File: src/rtl/swdiv_pkg.sv
package swdiv_pkg;

  // Smallest ratio for which the swallow count never exceeds the main count.
  function automatic int unsigned swdiv_min_ratio(input int unsigned pre);
    return pre * (pre - 1);
  endfunction

endpackage

File: src/rtl/swdiv_ratio.sv
module swdiv_ratio
  import swdiv_pkg::*;
#(
  parameter int unsigned PRE = 4,
  parameter int unsigned NW  = 10,
  localparam int unsigned PW = (PRE > 2) ? $clog2(PRE) : 1
) (
  input  logic [NW-1:0] ratio_in,
  output logic [NW-1:0] main_ld,
  output logic [PW-1:0] swal_ld
);

  localparam int unsigned NMIN = swdiv_min_ratio(PRE);

  logic [NW-1:0] ratio_ok;

  // Ratios below the structural minimum are raised to it.
  always_comb begin
    if (ratio_in < NW'(NMIN)) ratio_ok = NW'(NMIN);
    else                      ratio_ok = ratio_in;
    main_ld = ratio_ok / NW'(PRE);
    swal_ld = PW'(ratio_ok % NW'(PRE));
  end

endmodule

File: src/rtl/swdiv_prescaler.sv
module swdiv_prescaler #(
  parameter int unsigned PRE = 4,
  localparam int unsigned PW = (PRE > 2) ? $clog2(PRE) : 1
) (
  input  logic clk,
  input  logic rst,
  input  logic mode_hi,
  output logic tick
);

  logic [PW-1:0] phase_q;
  logic          gated_q;
  logic          gate;
  logic          at_term;

  always_comb begin
    at_term = (phase_q == PW'(PRE - 1));
    // Remove one input pulse in the terminal state, never twice in a row.
    gate    = mode_hi && at_term && !gated_q;
    tick    = at_term && !gate;
  end

  always_ff @(posedge clk) begin
    if (rst) begin
      phase_q <= '0;
      gated_q <= 1'b0;
    end else begin
      gated_q <= gate;
      if (!gate) begin
        if (at_term) phase_q <= '0;
        else         phase_q <= phase_q + PW'(1);
      end
    end
  end

  AST_NO_BACK_TO_BACK: assert property (@(posedge clk) disable iff (rst)
    gate |=> !gate);

  AST_TICK_AFTER_GATE: assert property (@(posedge clk) disable iff (rst)
    gate |=> tick);

endmodule

File: src/rtl/swdiv_counter.sv
module swdiv_counter
  import swdiv_pkg::*;
#(
  parameter int unsigned PRE = 4,
  parameter int unsigned NW  = 10,
  localparam int unsigned PW = (PRE > 2) ? $clog2(PRE) : 1
) (
  input  logic          clk,
  input  logic          rst,
  input  logic          tick,
  input  logic [NW-1:0] main_ld,
  input  logic [PW-1:0] swal_ld,
  output logic          mode_hi,
  output logic          pulse
);

  localparam int unsigned NMIN = swdiv_min_ratio(PRE);

  logic [NW-1:0] main_q;
  logic [PW-1:0] swal_q;
  logic          last;

  always_comb begin
    last    = (main_q == NW'(1));
    mode_hi = (swal_q != '0);
  end

  always_ff @(posedge clk) begin
    if (rst) begin
      main_q <= main_ld;
      swal_q <= swal_ld;
      pulse  <= 1'b0;
    end else begin
      pulse <= tick && last;
      if (tick) begin
        if (last) begin
          main_q <= main_ld;
          swal_q <= swal_ld;
        end else begin
          main_q <= main_q - NW'(1);
          if (swal_q != '0) swal_q <= swal_q - PW'(1);
        end
      end
    end
  end

  // Cycles since the last pulse, saturating; used by the spacing check.
  logic [NW-1:0] gap_q;
  always_ff @(posedge clk) begin
    if (rst)                    gap_q <= '0;
    else if (pulse)             gap_q <= NW'(1);
    else if (gap_q != '1)       gap_q <= gap_q + NW'(1);
  end

  AST_SWALLOW_WITHIN_MAIN: assert property (@(posedge clk) disable iff (rst)
    NW'(swal_q) <= main_q);

  AST_LOAD_FEASIBLE: assert property (@(posedge clk) disable iff (rst)
    (tick && last) |-> (NW'(swal_ld) <= main_ld && main_ld != '0));

  AST_PULSE_WIDTH: assert property (@(posedge clk) disable iff (rst)
    pulse |=> !pulse);

  AST_MIN_SPACING: assert property (@(posedge clk) disable iff (rst)
    pulse |-> gap_q >= NW'(NMIN));

endmodule

File: src/rtl/swallow_divider.sv
module swallow_divider #(
  parameter int unsigned PRE = 4,
  parameter int unsigned NW  = 10,
  localparam int unsigned PW = (PRE > 2) ? $clog2(PRE) : 1
) (
  input  logic          clk,
  input  logic          rst,
  input  logic [NW-1:0] div_n,
  output logic          div_pulse
);

  logic [NW-1:0] main_ld;
  logic [PW-1:0] swal_ld;
  logic          mode_hi;
  logic          tick;

  swdiv_ratio #(.PRE(PRE), .NW(NW)) u_ratio (
    .ratio_in (div_n),
    .main_ld  (main_ld),
    .swal_ld  (swal_ld)
  );

  swdiv_prescaler #(.PRE(PRE)) u_pre (
    .clk     (clk),
    .rst     (rst),
    .mode_hi (mode_hi),
    .tick    (tick)
  );

  swdiv_counter #(.PRE(PRE), .NW(NW)) u_cnt (
    .clk     (clk),
    .rst     (rst),
    .tick    (tick),
    .main_ld (main_ld),
    .swal_ld (swal_ld),
    .mode_hi (mode_hi),
    .pulse   (div_pulse)
  );

  AST_QUIET_IN_RESET: assert property (@(posedge clk)
    rst |=> !div_pulse);

endmodule

File: config.mk
export PLATFORM = sky130hd
export DESIGN_NAME = swallow_divider
export DESIGN_NICKNAME = d
export VERILOG_FILES = /design/src/rtl/swdiv_pkg.sv /design/src/rtl/swdiv_ratio.sv /design/src/rtl/swdiv_prescaler.sv /design/src/rtl/swdiv_counter.sv /design/src/rtl/swallow_divider.sv
export SDC_FILE = /design/constraint.sdc
export NUM_CORES = 1
export LEC_CHECK = 0
export BUFFER_PORTS_ARGS = -buffer_cell sky130_fd_sc_hd__buf_2
export CELL_PAD_IN_SITES_DETAIL_PLACEMENT = 0
export CELL_PAD_IN_SITES_GLOBAL_PLACEMENT = 1
export CORE_UTILIZATION = 44
export CTS_CLUSTER_DIAMETER = 120
export DETAILED_ROUTE_END_ITERATION = 10
export PLACE_DENSITY = 0.77
export SLEW_MARGIN = 10
export SYNTH_ARGS = -nofsm -noshare
export SYNTH_HDL_FRONTEND = slang
export SYNTH_SLANG_ARGS = --single-unit
File: constraint.sdc
create_clock -name clk -period 4.8 [get_ports clk]
set_input_delay 0.48 -clock clk [delete_from_list [all_inputs] [get_ports clk]]
set_output_delay 0.48 -clock clk [all_outputs]
set_load 0.01 [all_outputs]
==> results.md, run 1 <==
- #FFs+latches synth: 16
- Detailed Routing Iterations Pass 1: 4
- DRT iter0 DRCs: 5
- Netlist cell types: 28
- Number of setup buffers added after CTS: 0
- Synthesized cell area: 847.1 um^2
- Min-Delay Path Class: in2reg
- Net Sw Frac: 24.98%
- Setup crit end kind: register
- Largest net degree at the start of global routing: 21
- RSZ-0062 raised after global routing: no
- Power per cell area: 288.9 nW/um^2
- GPL Wtd Cong: 0.7675
- TritonCTS Sinks: 16
- Clk slew on worst S/H paths: 0.09 ns
- I/O pins: 13
- Most common cell after layout, fill and taps aside: buf_2
- Die span in y: 45.88 um
- Die span in x: 45.88 um
- Worst Max-Slew Pin Slew: 0.4428 ns
- Commonest non-fill, non-tap cells in the layout: buf_2, nor2_1, edfxtp_1
- Primary FF master, synth: edfxtp_1
- Total clock buffers created by CTS: 3
- Antenna violations before repair: 0
- Syn Inst Count: 86
- Total of max-cap violations: 0
- Tmin final: 1.895 ns
- Via count: 660
- Register area: 420.4 um^2
- Yosys warns: 0
- Final setup skew: 0.007633 ns
- Power Total: 0.0002787 W
- IO buf count: 12
- Vias in the first global route: 609
- Drt total wl: 1.521 mm
- Final Hold Fails: 0
- Headroom to the max-slew limit: 70.21%
- Register area share after synthesis: 49.63%
- Hold_buf cts: 0
- Clock Power Share: 25.6%
- Syn avg cell area: 9.850 um^2
- Net Switching: 0.00006962 W
- Via density: 5.238
- Net Count, Synth: 102
- Final setup viols: 0
- Crit path required time: 4.76 ns
- Post_cts resized: 0
- Std-Cell Rows: 15
- Final setup TNS: 0 ns
- Dpl hpwl: 1.144 mm
- Placeable Area: 1764 um^2
- Max clock buf depth: 2
- Number of fill cells: 170
- Starting Density: 48.01%
- Syn-to-layout area delta: 13.88%
- H-tree depth: 1
- Total Nets Final: 118
- Fin. max-slew vios: 0
- Fmax: 527.7 MHz
- Internal power: 0.0002091 W
- Diodes inserted: 0
- P_leak: 0.3650 nW
- Post-DRT Antenna Nets: 0
- Final worst-path cycle share: 39.48%
- Crit Path Max Fanout: 20
- Clock Tree Root: clkbuf_4
- Multi-input gate area: 400.4 um^2
- Sequential share of power: 60.0%
- # DRC: 0
- Outcome: complete, no violations
- EDFF count, synth: 10
- Grt ovf: 0
- Total track usage: 16.98%
- Worst VDD drop: 0.1585 mV
- Die area: 2105 um^2
- Comb power frac: 14.3%
- Clk_lat worst skew: 0.28 ns
- Hold Slack: 0.4216 ns
- CTS tree: done
- Layout cells sized above 1: 18.81%
- Wire length per cell: 12.07 um
- WS Path Type: reg2reg
- Data arrival, critical path: 1.85 ns
- Post-synthesis async set-or-reset flop share: 0%
- Critical Path Start Type: register
- First-pass GRT wire length: 2.484 mm
[layer usage]
metal  vias to the layer above  wire length (um)  track usage (%)
li1                        350                 -                -
met1                       305               772            24.08
met2                         3               710            24.79
met3                         2                25            3.571
met4                         0                12            7.059
met5                         -                 0                0
[power by group through the flow]
stage          registers (W)  logic (W)  clock network, W
6_report            0.000167  0.0000399         0.0000714
5_1_grt             0.000169  0.0000469         0.0000775
4_1_cts             0.000167  0.0000403         0.0000751
3_5_place_dp        0.000170  0.0000398                 0
3_3_place_gp        0.000170  0.0000406                 0
2_1_floorplan       0.000168  0.0000280                 0
[flip-flops by register name, indices dropped and copies added (netlist names)]
signal         count
u_cnt.swal_q       2
u_cnt.pulse        1
u_pre.gated_q      1
u_cnt.main_q      10
u_pre.phase_q      2
[cell usage after synthesis (all sizes together) (2+ instances only)]
library cell | count | area share (%)
a211oi | 2 | 1.8
nor3 | 3 | 1.8
edfxtp | 10 | 35
or4 | 3 | 3.1
xnor2 | 3 | 3.1
o21ai | 2 | 1.2
o31ai | 3 | 2.7
a31oi | 2 | 1.5
xor2 | 2 | 2.1
nor2 | 11 | 4.9
nand3 | 2 | 1.2
clkbuf | 2 | 0.89
nand2 | 5 | 2.2
nand3b | 2 | 1.8
dfxtp | 6 | 14
a21oi | 8 | 4.7
inv | 5 | 2.2
ha | 4 | 5.9
nor4 | 3 | 2.2
[per-stage QoR]
step	util, %	instances	setup WS, ns	area (um^2)
global placement	53.19	122	2.977	938.4
floorplan	-	86	3.038	847.1
CTS	54.68	126	2.903	964.7
detailed placement	53.19	122	2.920	938.4
global route	54.68	126	2.754	964.7
finish	54.68	126	2.905	964.7
[cell families (layout without fill, tap and decap cells)]
family	count (synthesis)	in the layout	synth area share, %
AND/OR/NAND/NOR	33	33	20.09
AO/OA/AOI/OAI	21	21	16.10
flip-flops	16	16	49.63
buffers and inverters	7	22	3.102
XOR/XNOR	5	5	5.171
adder cells (fa/ha/maj)	4	4	5.909
[layout make-up]
class,instances,share of cell area (%)
clock buffer,4,2.724
sequential,16,43.58
inverter,5,1.946
multi-input combinational,63,41.50
tap,25,3.243
timing repair buffer,13,7.004
[path summary, 6_finish.rpt]
check	startpoint	end	slack [ns]	depth (start not counted)
worst min register to register	u_pre.phase_q[1]$_SDFFE_PP0N_	u_pre.phase_q[1]$_SDFFE_PP0N_	0.47	2
worst max register to register	u_cnt.main_q[6]$_DFFE_PP_	u_cnt.swal_q[0]$_DFFE_PP_	2.90	4
worst max-delay path	u_cnt.main_q[6]$_DFFE_PP_	u_cnt.swal_q[0]$_DFFE_PP_	2.90	4
worst min-delay path	rst	u_pre.phase_q[1]$_SDFFE_PP0N_	0.42	2
[critical path, cell delays in order, from the launching register on]
cell and delay, ns:
edfxtp_1 0.43, nor4_1 0.46, a41oi_1 0.17, buf_4 0.22
a21boi_0 0.29
(Power assumes the default switching activity.)
==> inputs of run 2 (changes only) <==
--- a/config.mk
+++ b/config.mk
@@ -5,13 +5,14 @@
 export SDC_FILE = /design/constraint.sdc
 export NUM_CORES = 1
 export LEC_CHECK = 0
+export ABC_AREA = 1
 export BUFFER_PORTS_ARGS = -buffer_cell sky130_fd_sc_hd__buf_2
 export CELL_PAD_IN_SITES_DETAIL_PLACEMENT = 0
 export CELL_PAD_IN_SITES_GLOBAL_PLACEMENT = 1
-export CORE_UTILIZATION = 44
+export CORE_UTILIZATION = 36
 export CTS_CLUSTER_DIAMETER = 120
 export DETAILED_ROUTE_END_ITERATION = 10
-export PLACE_DENSITY = 0.77
+export PLACE_DENSITY = 0.69
 export SLEW_MARGIN = 10
 export SYNTH_ARGS = -nofsm -noshare
 export SYNTH_HDL_FRONTEND = slang
==> constraint.sdc (replaced) <==
create_clock -name clk -period 1.65 [get_ports clk]
set_input_delay 0.165 -clock clk [delete_from_list [all_inputs] [get_ports clk]]
set_output_delay 0.165 -clock clk [all_outputs]
set_load 0.01 [all_outputs]
==> run 2 against run 1 <==
- routed wire length is 22% higher
- synthesized area up 16%
- fmax up 23%
- critical path depth up 4
- non-clock buffer count up 1
- clock skew is essentially flat
- global-route usage decreased by 1.3 points
- die area increased by 39%
- power increased to 3.2 times the previous value
- count of clock-buffer cells in the layout stayed put
==> results.md, run 2 <==
- Outcome: complete, no violations
- DRT iter0 DRCs: 8 (+3)
- Synthesized cell area: 978.4 um^2 (+16%)
- Most common cell after layout, fill and taps aside: nand2_1
- I/O pins: 13 (unchanged)
- CTS tree: done
- FF-to-FF Start: u_cnt.main_q[1]$_DFFE_PP_
- Biggest regs: u_cnt.main_q: 10 flops, u_cnt.swal_q: 2 flops, u_pre.phase_q: 2 flops
- Synth area leaders: edfxtp_1, nand2_1, dfxtp_1
- Power per cell area: 815.9 nW/um^2 (+180%)
- Net Count, Synth: 145 (+42%)
- Detailed Routing Iterations Pass 1: 4 (unchanged)
- Register area share after synthesis: 42.97% (-6.7 points)
- Total Nets Final: 163 (+38%)
- Clock Tree Root: clkbuf_4
- Setup crit end kind: register
- WS Path Type: reg2reg
- Syn-to-layout area delta: 13.43%
- Netlist cell types: 22 (-21%)
- Dominant cell type by area after synthesis: edfxtp_1
- Worst Max-Slew Pin Slew: 0.2415 ns (-0.2013 ns)
- Worst Setup EP: u_cnt.swal_q[1]$_DFFE_PP_
- Final setup skew: 0.007731 ns (+0.00009853 ns)
- TritonCTS Sinks: 16 (unchanged)
- Post_cts resized: 0 (unchanged)
- Total clock buffers created by CTS: 3 (unchanged)
- Layout cells sized above 1: 20.55% (+1.7 points)
- Headroom to the max-slew limit: 83.73% (+14 points)
- Clk slew on worst S/H paths: 0.10 ns (about the same)
- P_leak: 0.5390 nW (+48%)
- Most flops, register: u_cnt.main_q
- #FFs+latches synth: 16 (unchanged)
- Syn avg cell area: 7.585 um^2 (-23%)
- Tmin final: 1.540 ns (-0.3547 ns)
- Die area: 2931 um^2 (+39%)
- Diodes inserted: 0 (unchanged)
- Worst VDD drop: 0.4252 mV (+170%)
- Vias in the first global route: 757 (+24%)
- Final setup TNS: 0 ns (unchanged)
- End-of-flow core utilization: 44.00% (-11 points)
- Starting Density: 38.79% (-9.2 points)
- First-pass GRT wire length: 3.236 mm (+30%)
- Fin. max-slew vios: 0 (unchanged)
- Hold_buf cts: 0 (unchanged)
- Max clock buf depth: 2 (unchanged)
- Post-synthesis async set-or-reset flop share: 0% (unchanged)
- Std-Cell Rows: 18 (+3)
- Antenna violations before repair: 0 (unchanged)
- Die span in y: 54.14 um (+18%)
- Via density: 4.608 (-12%)
- Total track usage: 15.71% (-1.3 points)
- Reg2Reg Depth: 8 (+4)
- Drt total wl: 1.858 mm (+22%)
- Placeable Area: 2522 um^2 (+43%)
- Yosys top cell area share: 30.69% (-4.8 points)
- Data arrival, critical path: 1.56 ns (-0.29 ns)
- Total of max-cap violations: 0 (unchanged)
- Die span in x: 54.14 um (+18%)
- Post-synth top cells: nand2_1, inv_1, nor2_1
- IO buf count: 12 (unchanged)
- Reg2reg end: u_cnt.swal_q[1]$_DFFE_PP_
- Critical Path Start Type: register
- Min-Delay Path Class: in2reg
- Post-DRT Antenna Nets: 0 (unchanged)
- # DRC: 0 (unchanged)
- H-tree depth: 1 (unchanged)
- Syn Inst Count: 129 (+50%)
- Final setup viols: 0 (unchanged)
- Crit path required time: 1.67 ns (-3.09 ns)
- Max reg flops: 10 (unchanged)
- Primary FF master, synth: edfxtp_1
- Fmax: 649.1 MHz (+23%)
- Grt ovf: 0 (unchanged)
- Final std cells w/o fill: 176 (+40%)
- Most common cell in the synthesized netlist: nand2_1
- Clk_lat worst skew: 0.29 ns (about the same)
- Worst setup path start: u_cnt.main_q[1]$_DFFE_PP_
- Dpl hpwl: 1.490 mm (+30%)
- Final worst-path cycle share: 93.36% (+54 points)
- Placed insts: 172 (+41%)
- Crit Path Max Fanout: 17 (-15%)
- Flop2flop setup slack: 0.11 ns (-2.80 ns)
- Number of setup buffers added after CTS: 0 (unchanged)
- EDFF count, synth: 10 (unchanged)
- Final Hold Fails: 0 (unchanged)
- Wire length per cell: 10.56 um (-13%)
- Largest net degree at the start of global routing: 18 (-14%)
- Via count: 811 (+23%)
- Power Total: 0.0009055 W (+220%)
- Commonest non-fill, non-tap cells in the layout: nand2_1, inv_1, nor2_1
- GPL Wtd Cong: 0.7148 (-6.9%)
- Yosys warns: 0 (unchanged)
-- run 2: where the power goes --
group,total [W],switching [W],internal [W]
combinational,0.000160,0.0000967,0.0000634
clock,0.000265,0.000130,0.000134
sequential,0.000481,0.0000177,0.000463
-- run 2: stage by stage --
| step | hold WS (ns) | worst slack, ns | instance area (um^2) |
|---|---|---|---|
| final | 0.08448 | 0.1095 | 1110 |
| after global placement | 0.3902 | 0.05019 | 1071 |
| after detailed placement | 0.3977 | 0.08091 | 1071 |
| after floorplan | 0.2341 | 0.1222 | 978.4 |
| after global routing | 0.08031 | -0.005835 | 1110 |
| after CTS | 0.07745 | 0.06202 | 1107 |
-- run 2: critical path, stage by stage, from the launching register on --
cell,delay (ns)
edfxtp_1,0.40
inv_1,0.10
ha_1,0.15
nand2_1,0.07
nor2_2,0.09
nand2_2,0.07
nand2_4,0.18
o21ai_0,0.10
inv_1,0.10
-- run 2: area by class of cell --
| cell class | count | area (um^2) |
|---|---|---|
| flip-flops and latches | 16 | 420.4 |
| clock buffers | 4 | 36.28 |
| fillers | 270 | 1413 |
| multi-input cells | 90 | 457.9 |
| inverters | 22 | 82.58 |
| repair buffers | 14 | 75.07 |
| well taps | 30 | 37.54 |
-- run 2: how the worst min path moves through the flow --
stage          from  cells past startpoint                       endpoint  slack (ns)
4_1_cts         rst                      2  u_pre.phase_q[1]$_SDFFE_PP0N_        0.08
3_5_place_dp    rst                      2  u_pre.phase_q[1]$_SDFFE_PP0N_        0.40
5_1_grt         rst                      2       u_pre.gated_q$_SDFF_PP0_        0.08
2_1_floorplan   rst                      1  u_pre.phase_q[1]$_SDFFE_PP0N_        0.23
3_3_place_gp    rst                      2       u_pre.gated_q$_SDFF_PP0_        0.39
6_report        rst                      2  u_pre.phase_q[1]$_SDFFE_PP0N_        0.08
-- run 2: per-layer routing --
| layer | vias up | share of wire, % | GRT usage (%) |
|---|---|---|---|
| li1 | 435 | - | - |
| met1 | 355 | 52 | 21.28 |
| met2 | 19 | 43 | 23.78 |
| met3 | 2 | 4.5 | 2.825 |
| met4 | 0 | 1.1 | 7.692 |
| met5 | - | 0 | 0 |
-- run 2: kinds of logic (layout without fill, tap and decap cells) --
| group | after synthesis | count (layout) | share of synthesized area (%) |
|---|---|---|---|
| XOR/XNOR | 4 | 4 | 3.581 |
| AO/OA/AOI/OAI | 13 | 13 | 8.183 |
| flip-flops | 16 | 16 | 42.97 |
| buffers and inverters | 23 | 40 | 10.49 |
| AND/OR/NAND/NOR | 69 | 69 | 29.67 |
| adder cells (fa/ha/maj) | 4 | 4 | 5.115 |
